### config.mk
export PLATFORM = sky130hd
export DESIGN_NAME = dma_chan_seq
export DESIGN_NICKNAME = d
export VERILOG_FILES = /design/src/rtl/dma_seq_pkg.sv /design/src/rtl/dma_addr_ctr.sv /design/src/rtl/dma_len_ctr.sv /design/src/rtl/dma_seq_fsm.sv /design/src/rtl/dma_chan_seq.sv
export SDC_FILE = /design/constraint.sdc
export NUM_CORES = 1
export LEC_CHECK = 0
export ABC_AREA = 1
export CAP_MARGIN = 20
export CORE_ASPECT_RATIO = 1.25
export CORE_MARGIN = 1
export CORE_UTILIZATION = 30
export CTS_BUF_LIST = sky130_fd_sc_hd__clkbuf_2
export DETAILED_ROUTE_END_ITERATION = 8
export PLACE_DENSITY_LB_ADDON = 0.15
export SLEW_MARGIN = 20
export SYNTH_ARGS = -nofsm -noshare
export SYNTH_HDL_FRONTEND = slang
export SYNTH_SLANG_ARGS = --single-unit
### constraint.sdc
create_clock -name clk -period 3.45 [get_ports clk]
set_clock_uncertainty 0.2 [all_clocks]
set_input_delay 0.69 -clock clk [delete_from_list [all_inputs] [get_ports clk]]
set_output_delay 0.69 -clock clk [all_outputs]
set_load 0.02 [all_outputs]
### src/rtl/dma_seq_pkg.sv
package dma_seq_pkg;

    localparam int DATA_W       = 16;
    localparam int LANES        = DATA_W / 8;
    localparam int GAP_FLYBY    = 2;
    localparam int GAP_TWOCYC   = 3;
    localparam int GAP_W        = $clog2(GAP_TWOCYC + 1);

    typedef enum logic [1:0] {
        AM_HOLD  = 2'b00,
        AM_INC   = 2'b01,
        AM_DEC   = 2'b10,
        AM_HOLD2 = 2'b11
    } amode_e;

    typedef enum logic [1:0] {
        ST_READY = 2'b00,
        ST_WRITE = 2'b01,
        ST_GAP   = 2'b10
    } state_e;

    typedef struct packed {
        logic rd;
        logic wr;
        logic use_b;
        logic ack;
        logic dec;
        logic step_a;
        logic step_b;
        logic latch;
    } ctl_s;

    function automatic logic signed [2:0] addr_delta(amode_e m, logic wide);
        logic signed [2:0] mag;
        mag = wide ? 3'sd2 : 3'sd1;
        case (m)
            AM_INC:  return mag;
            AM_DEC:  return -mag;
            default: return 3'sd0;
        endcase
    endfunction

    function automatic logic [DATA_W-1:0] lane_mask(logic wide);
        return wide ? {DATA_W{1'b1}} : {{(DATA_W-8){1'b0}}, 8'hFF};
    endfunction

endpackage

### src/rtl/dma_addr_ctr.sv
module dma_addr_ctr
    import dma_seq_pkg::*;
#(
    parameter int AW = 16
) (
    input  logic          clk,
    input  logic          rst,
    input  logic          load,
    input  logic [AW-1:0] load_val,
    input  logic          step,
    input  amode_e        mode,
    input  logic          wide,
    output logic [AW-1:0] addr
);
    logic signed [2:0] delta;
    logic [AW-1:0]     delta_ext;

    assign delta     = addr_delta(mode, wide);
    assign delta_ext = {{(AW-3){delta[2]}}, delta};

    always_ff @(posedge clk) begin
        if (rst)       addr <= '0;
        else if (load) addr <= load_val;
        else if (step) addr <= addr + delta_ext;
    end
endmodule

### src/rtl/dma_len_ctr.sv
module dma_len_ctr #(
    parameter int CW = 16
) (
    input  logic          clk,
    input  logic          rst,
    input  logic          load,
    input  logic [CW-1:0] load_val,
    input  logic          dec,
    output logic [CW-1:0] count,
    output logic          nonzero,
    output logic          last_pulse
);
    localparam logic [CW-1:0] ONE = CW'(1);

    assign nonzero = (count != '0);

    always_ff @(posedge clk) begin
        if (rst) begin
            count      <= '0;
            last_pulse <= 1'b0;
        end else begin
            last_pulse <= dec && (count == ONE);
            if (load)     count <= load_val;
            else if (dec) count <= count - ONE;
        end
    end
endmodule

### src/rtl/dma_seq_fsm.sv
module dma_seq_fsm
    import dma_seq_pkg::*;
(
    input  logic clk,
    input  logic rst,
    input  logic en,
    input  logic req,
    input  logic indirect,
    input  logic dir,
    input  logic cont,
    input  logic nonzero,
    output ctl_s ctl
);
    state_e            state_q, state_d;
    logic [GAP_W-1:0]  gap_q, gap_d;
    logic              go;

    assign go = (state_q == ST_READY) && en && req && nonzero;

    always_comb begin
        ctl     = '0;
        state_d = state_q;
        gap_d   = gap_q;
        case (state_q)
            ST_READY: begin
                if (go) begin
                    if (!indirect) begin
                        ctl.rd     = !dir;
                        ctl.wr     = dir;
                        ctl.ack    = 1'b1;
                        ctl.dec    = 1'b1;
                        ctl.step_a = 1'b1;
                        if (!cont) begin
                            state_d = ST_GAP;
                            gap_d   = GAP_W'(GAP_FLYBY - 1);
                        end
                    end else begin
                        ctl.rd     = 1'b1;
                        ctl.use_b  = dir;
                        ctl.latch  = 1'b1;
                        ctl.step_a = !dir;
                        ctl.step_b = dir;
                        state_d    = ST_WRITE;
                    end
                end
            end
            ST_WRITE: begin
                ctl.wr     = 1'b1;
                ctl.use_b  = !dir;
                ctl.ack    = 1'b1;
                ctl.dec    = 1'b1;
                ctl.step_a = dir;
                ctl.step_b = !dir;
                if (cont) begin
                    state_d = ST_READY;
                end else begin
                    state_d = ST_GAP;
                    gap_d   = GAP_W'(GAP_TWOCYC - 1);
                end
            end
            ST_GAP: begin
                if (gap_q == '0) state_d = ST_READY;
                else             gap_d   = gap_q - GAP_W'(1);
            end
            default: state_d = ST_READY;
        endcase
    end

    always_ff @(posedge clk) begin
        if (rst) begin
            state_q <= ST_READY;
            gap_q   <= '0;
        end else begin
            state_q <= state_d;
            gap_q   <= gap_d;
        end
    end
endmodule

### src/rtl/dma_chan_seq.sv
module dma_chan_seq
    import dma_seq_pkg::*;
#(
    parameter int AW = 16,
    parameter int CW = 16
) (
    input  logic              clk,
    input  logic              rst,
    input  logic              cfg_en,
    input  logic              cfg_indirect,
    input  logic              cfg_dir,
    input  logic              cfg_wide,
    input  logic              cfg_cont,
    input  logic [1:0]        cfg_amode_a,
    input  logic [1:0]        cfg_amode_b,
    input  logic              ld_valid,
    input  logic [AW-1:0]     ld_addr_a,
    input  logic [AW-1:0]     ld_addr_b,
    input  logic [CW-1:0]     ld_count,
    input  logic              io_req,
    output logic              io_ack,
    input  logic [DATA_W-1:0] io_wdata,
    output logic [DATA_W-1:0] io_rdata,
    output logic [AW-1:0]     bus_addr,
    output logic              bus_rd,
    output logic              bus_wr,
    output logic [LANES-1:0]  bus_be,
    output logic [DATA_W-1:0] bus_wdata,
    input  logic [DATA_W-1:0] bus_rdata,
    output logic [CW-1:0]     cnt_left,
    output logic              done
);
    ctl_s               ctl;
    logic               load_ok;
    logic               nonzero;
    logic [AW-1:0]      addr_a, addr_b;
    logic [DATA_W-1:0]  mask;
    logic [DATA_W-1:0]  hold_q;

    assign load_ok = ld_valid && !cfg_en;
    assign mask    = lane_mask(cfg_wide);

    dma_seq_fsm u_fsm (
        .clk      (clk),
        .rst      (rst),
        .en       (cfg_en),
        .req      (io_req),
        .indirect (cfg_indirect),
        .dir      (cfg_dir),
        .cont     (cfg_cont),
        .nonzero  (nonzero),
        .ctl      (ctl)
    );

    dma_addr_ctr #(.AW(AW)) u_ctr_a (
        .clk      (clk),
        .rst      (rst),
        .load     (load_ok),
        .load_val (ld_addr_a),
        .step     (ctl.step_a),
        .mode     (amode_e'(cfg_amode_a)),
        .wide     (cfg_wide),
        .addr     (addr_a)
    );

    dma_addr_ctr #(.AW(AW)) u_ctr_b (
        .clk      (clk),
        .rst      (rst),
        .load     (load_ok),
        .load_val (ld_addr_b),
        .step     (ctl.step_b),
        .mode     (amode_e'(cfg_amode_b)),
        .wide     (cfg_wide),
        .addr     (addr_b)
    );

    dma_len_ctr #(.CW(CW)) u_len (
        .clk        (clk),
        .rst        (rst),
        .load       (load_ok),
        .load_val   (ld_count),
        .dec        (ctl.dec),
        .count      (cnt_left),
        .nonzero    (nonzero),
        .last_pulse (done)
    );

    always_ff @(posedge clk) begin
        if (rst)            hold_q <= '0;
        else if (ctl.latch) hold_q <= bus_rdata & mask;
    end

    assign bus_rd    = ctl.rd;
    assign bus_wr    = ctl.wr;
    assign io_ack    = ctl.ack;
    assign bus_addr  = ctl.use_b ? addr_b : addr_a;
    assign bus_be    = (ctl.rd || ctl.wr) ? (cfg_wide ? 2'b11 : 2'b01) : 2'b00;
    assign bus_wdata = ctl.wr ? (cfg_indirect ? hold_q : (io_wdata & mask)) : '0;
    assign io_rdata  = (ctl.ack && ctl.rd) ? (bus_rdata & mask) : '0;
endmodule

==> results.sh, run 1 <==
export IMPL_outcome="completed"
export IMPL_drc=0
export IMPL_hp_class="flip-flop to flip-flop"
export IMPL_yosysSeqAreaShare=0.232
export IMPL_irDropWorstVdd_mv=0.351
export IMPL_vias_per_cell=4.63
export IMPL_fillers=2147
export IMPL_slew_headroom=0.625
export IMPL_worstPathCellList="inv_1, ha_2, nand2_2, nor2_4, nand2_2, nand2_4, inv_2, a31oi_4, buf_4, a21oi_1, clkdlybuf4s15_1"
export IMPL_arrival_ns=2.46
export IMPL_fmax_ghz=0.298
export IMPL_cts_tree="yes"
export IMPL_die_h_um=160
export IMPL_placedCellCount=1413
export IMPL_ys_types=40
export IMPL_finalPower_w=0.00453
export IMPL_synth_warnings=0
export IMPL_drt_iter0_markers=291
export IMPL_path_buf_inv=4
export IMPL_start_util=0.306
export IMPL_place_ws_ns=-0.171
export IMPL_cts_root_buf="clkbuf_2"
export IMPL_cpMaxStageDelayCell="dfxtp_2"
export IMPL_crit_family="buffers and inverters"
export IMPL_drtAntennaViolNets=0
export IMPL_syn_area_per_cell_um2=6.11
export IMPL_overflow=0
export IMPL_layout_nets=1303
export IMPL_required_ns=2.56
export IMPL_tightest_slew_ns=0.562
export IMPL_io_pins=163
export IMPL_finalSetupViolCount=0
export IMPL_vias=6653
export IMPL_grt_pass1_vias=6415
export IMPL_first_pass_iters=4
export IMPL_finalMaxSlewViolations=0
export IMPL_place_congestion=0.816
export IMPL_final_cell_mix="nand2_1 (271), nor2_1 (113), clkdlybuf4s50_1 (111), inv_1 (109), a21oi_1 (88)"
export IMPL_fin_crit_ns=3.35
export IMPL_synth_seq_cells=69
export IMPL_layoutNonFillerInstCount=1437
export IMPL_numCtsBuffers=9
export IMPL_wl_mm=19.8
export IMPL_p_leak_nw=4.07
export IMPL_clk_pin_slew_ns=0.21
export IMPL_fin_util=0.423
export IMPL_critPathMostFrequentCell="nand2_2"
export IMPL_grt_pass1_wl_mm=32.1
export IMPL_clock_latency_ns=0.61
export IMPL_ys_flop_type="dfxtp_1"
export IMPL_synthArstFlopShare=0
export IMPL_dieWidth_um=128
export IMPL_cap_violations=0
export IMPL_critical_path_max_stage_delay_ns=0.37
export IMPL_p_per_area_nw_per_um2=550
export IMPL_hold_buffers=0
export IMPL_port_buffer_count=162
export IMPL_areaGrowthSynthToFinish_pct=38.0
export IMPL_wire_per_inst_um=13.8
export IMPL_dp_hpwl_mm=15.1
export IMPL_critPathLaunchType="flip-flop"
export IMPL_rsz0062_at_grt="true"
export IMPL_postSynthCellCount=977
export IMPL_synth_area_um2=5970
export IMPL_final_common_cell="nand2_1"
export IMPL_cts_sinks=69
export IMPL_grt_max_degree=42
export IMPL_synth_edff_count=0
export IMPL_cp_max_fo=4
export IMPL_core_area_um2=19500
export IMPL_antenna_found_initial=1
export IMPL_syn_nets=1114
export IMPL_drive_gt1_frac=0.140
export IMPL_worst_setup_path_end_kind="output pin"
export IMPL_cts_max_path_buffers=2
export IMPL_htreeDepth=3
export IMPL_finalCritPeriodShare=0.972
export IMPL_grt_usage=0.199
export IMPL_rows=57
export IMPL_dieArea_um2=20500
export IMPL_worst_slack_ns=0.0964
export IMPL_hold_viol_final=0
export IMPL_crit_type="flip-flop to output pin"
## synth_stat cells, drive strengths merged (3+ instances only)
| library cell | number | area share |
|---|---|---|
| nor2 | 122 | 0.082 |
| clkbuf | 17 | 0.011 |
| buf | 17 | 0.017 |
| o21a | 4 | 0.0050 |
| ha | 42 | 0.088 |
| a21oi | 89 | 0.075 |
| a22oi | 9 | 0.011 |
| a31oi | 7 | 0.0099 |
| nor3 | 9 | 0.0075 |
| xnor2 | 8 | 0.012 |
| mux2 | 15 | 0.032 |
| xor2 | 4 | 0.0059 |
| o21bai | 3 | 0.0038 |
| or2 | 12 | 0.013 |
| nand3 | 68 | 0.060 |
| dfxtp | 69 | 0.23 |
| nand3b | 3 | 0.0038 |
| inv | 117 | 0.074 |
| nand4 | 6 | 0.0063 |
| nand2 | 281 | 0.18 |
| o21ai | 66 | 0.055 |
## path summary, 6_finish.rpt
check                         to  slack [ns]            from  depth (start not counted)
hold / removal    u_fsm.gap_q[1]        0.29  u_fsm.gap_q[1]                          2
setup / recovery    bus_wdata[1]         0.1  u_len.count[0]                         11
hold reg to reg   u_fsm.gap_q[1]        0.29  u_fsm.gap_q[1]                          2
setup reg to reg  u_len.count[1]        0.93  u_len.count[0]                         13
## what timing repair did
item / 4_1_cts / 5_1_grt
gates cloned: 0 / 1
setup buffers: 3 / 3
endpoints found under the setup margin: 53 / 50
pin swaps: 2 / 4
gates resized for setup: 100 / 55
## flip-flops by register name (all words and copies together), names as in the netlist
register	flops
u_fsm.state_q	2
u_fsm.gap_q	2
u_len.count	16
u_ctr_b.addr	16
hold_q	16
u_ctr_a.addr	16
u_len.last_pulse	1
## where the power goes
part	internal [W]	leakage (nW)	total, W	switching [W]
sequential	0.000992	0.570	0.00121	0.000220
combinational	0.00120	3.44	0.00280	0.00160
clock	0.000162	0.0611	0.000517	0.000355
## worst reg2reg max path, cell delays in order, from the launching register on
cell and delay (ns):
dfxtp_2 0.37, inv_1 0.07, ha_2 0.20, nand2_2 0.08, nor2_4 0.13, nand2_2 0.10, nand2_4 0.11, inv_2 0.06
nand2_2 0.07, buf_4 0.11, nand3_2 0.36, inv_2 0.38, nand2_1 0.08, a21oi_1 0.14
## stage by stage
stage | area, um^2 | hold WS, ns | setup TNS [ns]
floorplan | 5970 | 0.233 | 0
global placement | 8160 | 0.245 | -4.37
detailed placement | 8160 | 0.261 | -5.47
CTS | 8300 | 0.287 | -0.231
global route | 8240 | 0.324 | -0.0613
finish | 8240 | 0.292 | 0
## cell families after synthesis
logic type,after synthesis,share of synthesized area
flip-flops,69,0.232
buffers and inverters,151,0.101
multiplexers,16,0.0338
AO/OA/AOI/OAI,181,0.163
XOR/XNOR,12,0.0176
adder cells (fa/ha/maj),44,0.0948
AND/OR/NAND/NOR,504,0.358
## routing by layer
layer  up-vias  wire length (um)  share of wire  track usage
met5         -                 0              0            0
met3        15              1090          0.055       0.0442
li1       3547                 -              -            -
met4         0               253          0.013       0.0551
met2       149              9470           0.48        0.342
met1      2942              8960           0.45        0.246
## layout make-up
cell class	instances	area [um^2]	share of cell area
clock buffer	9	45.0	0.00547
tap	265	332	0.0403
sequential	69	1390	0.169
antenna	1	2.50	0.000304
inverter	117	439	0.0533
clock inverter	7	65.1	0.00790
multi-input combinational	758	4050	0.491
timing repair buffer	211	1910	0.232
Power figures use the tool's default switching activity.
==> run 2: changes to the inputs <==
- CTS_CLUSTER_DIAMETER: default -> 60
==> results of run 2 <==
Final layout, timing and power as in run 1 (identical DEF).
==> run 3: changes to the inputs <==
- CORE_MARGIN: 1 -> default
==> results of run 3 <==
Final layout, timing and power as in run 1 (identical DEF).
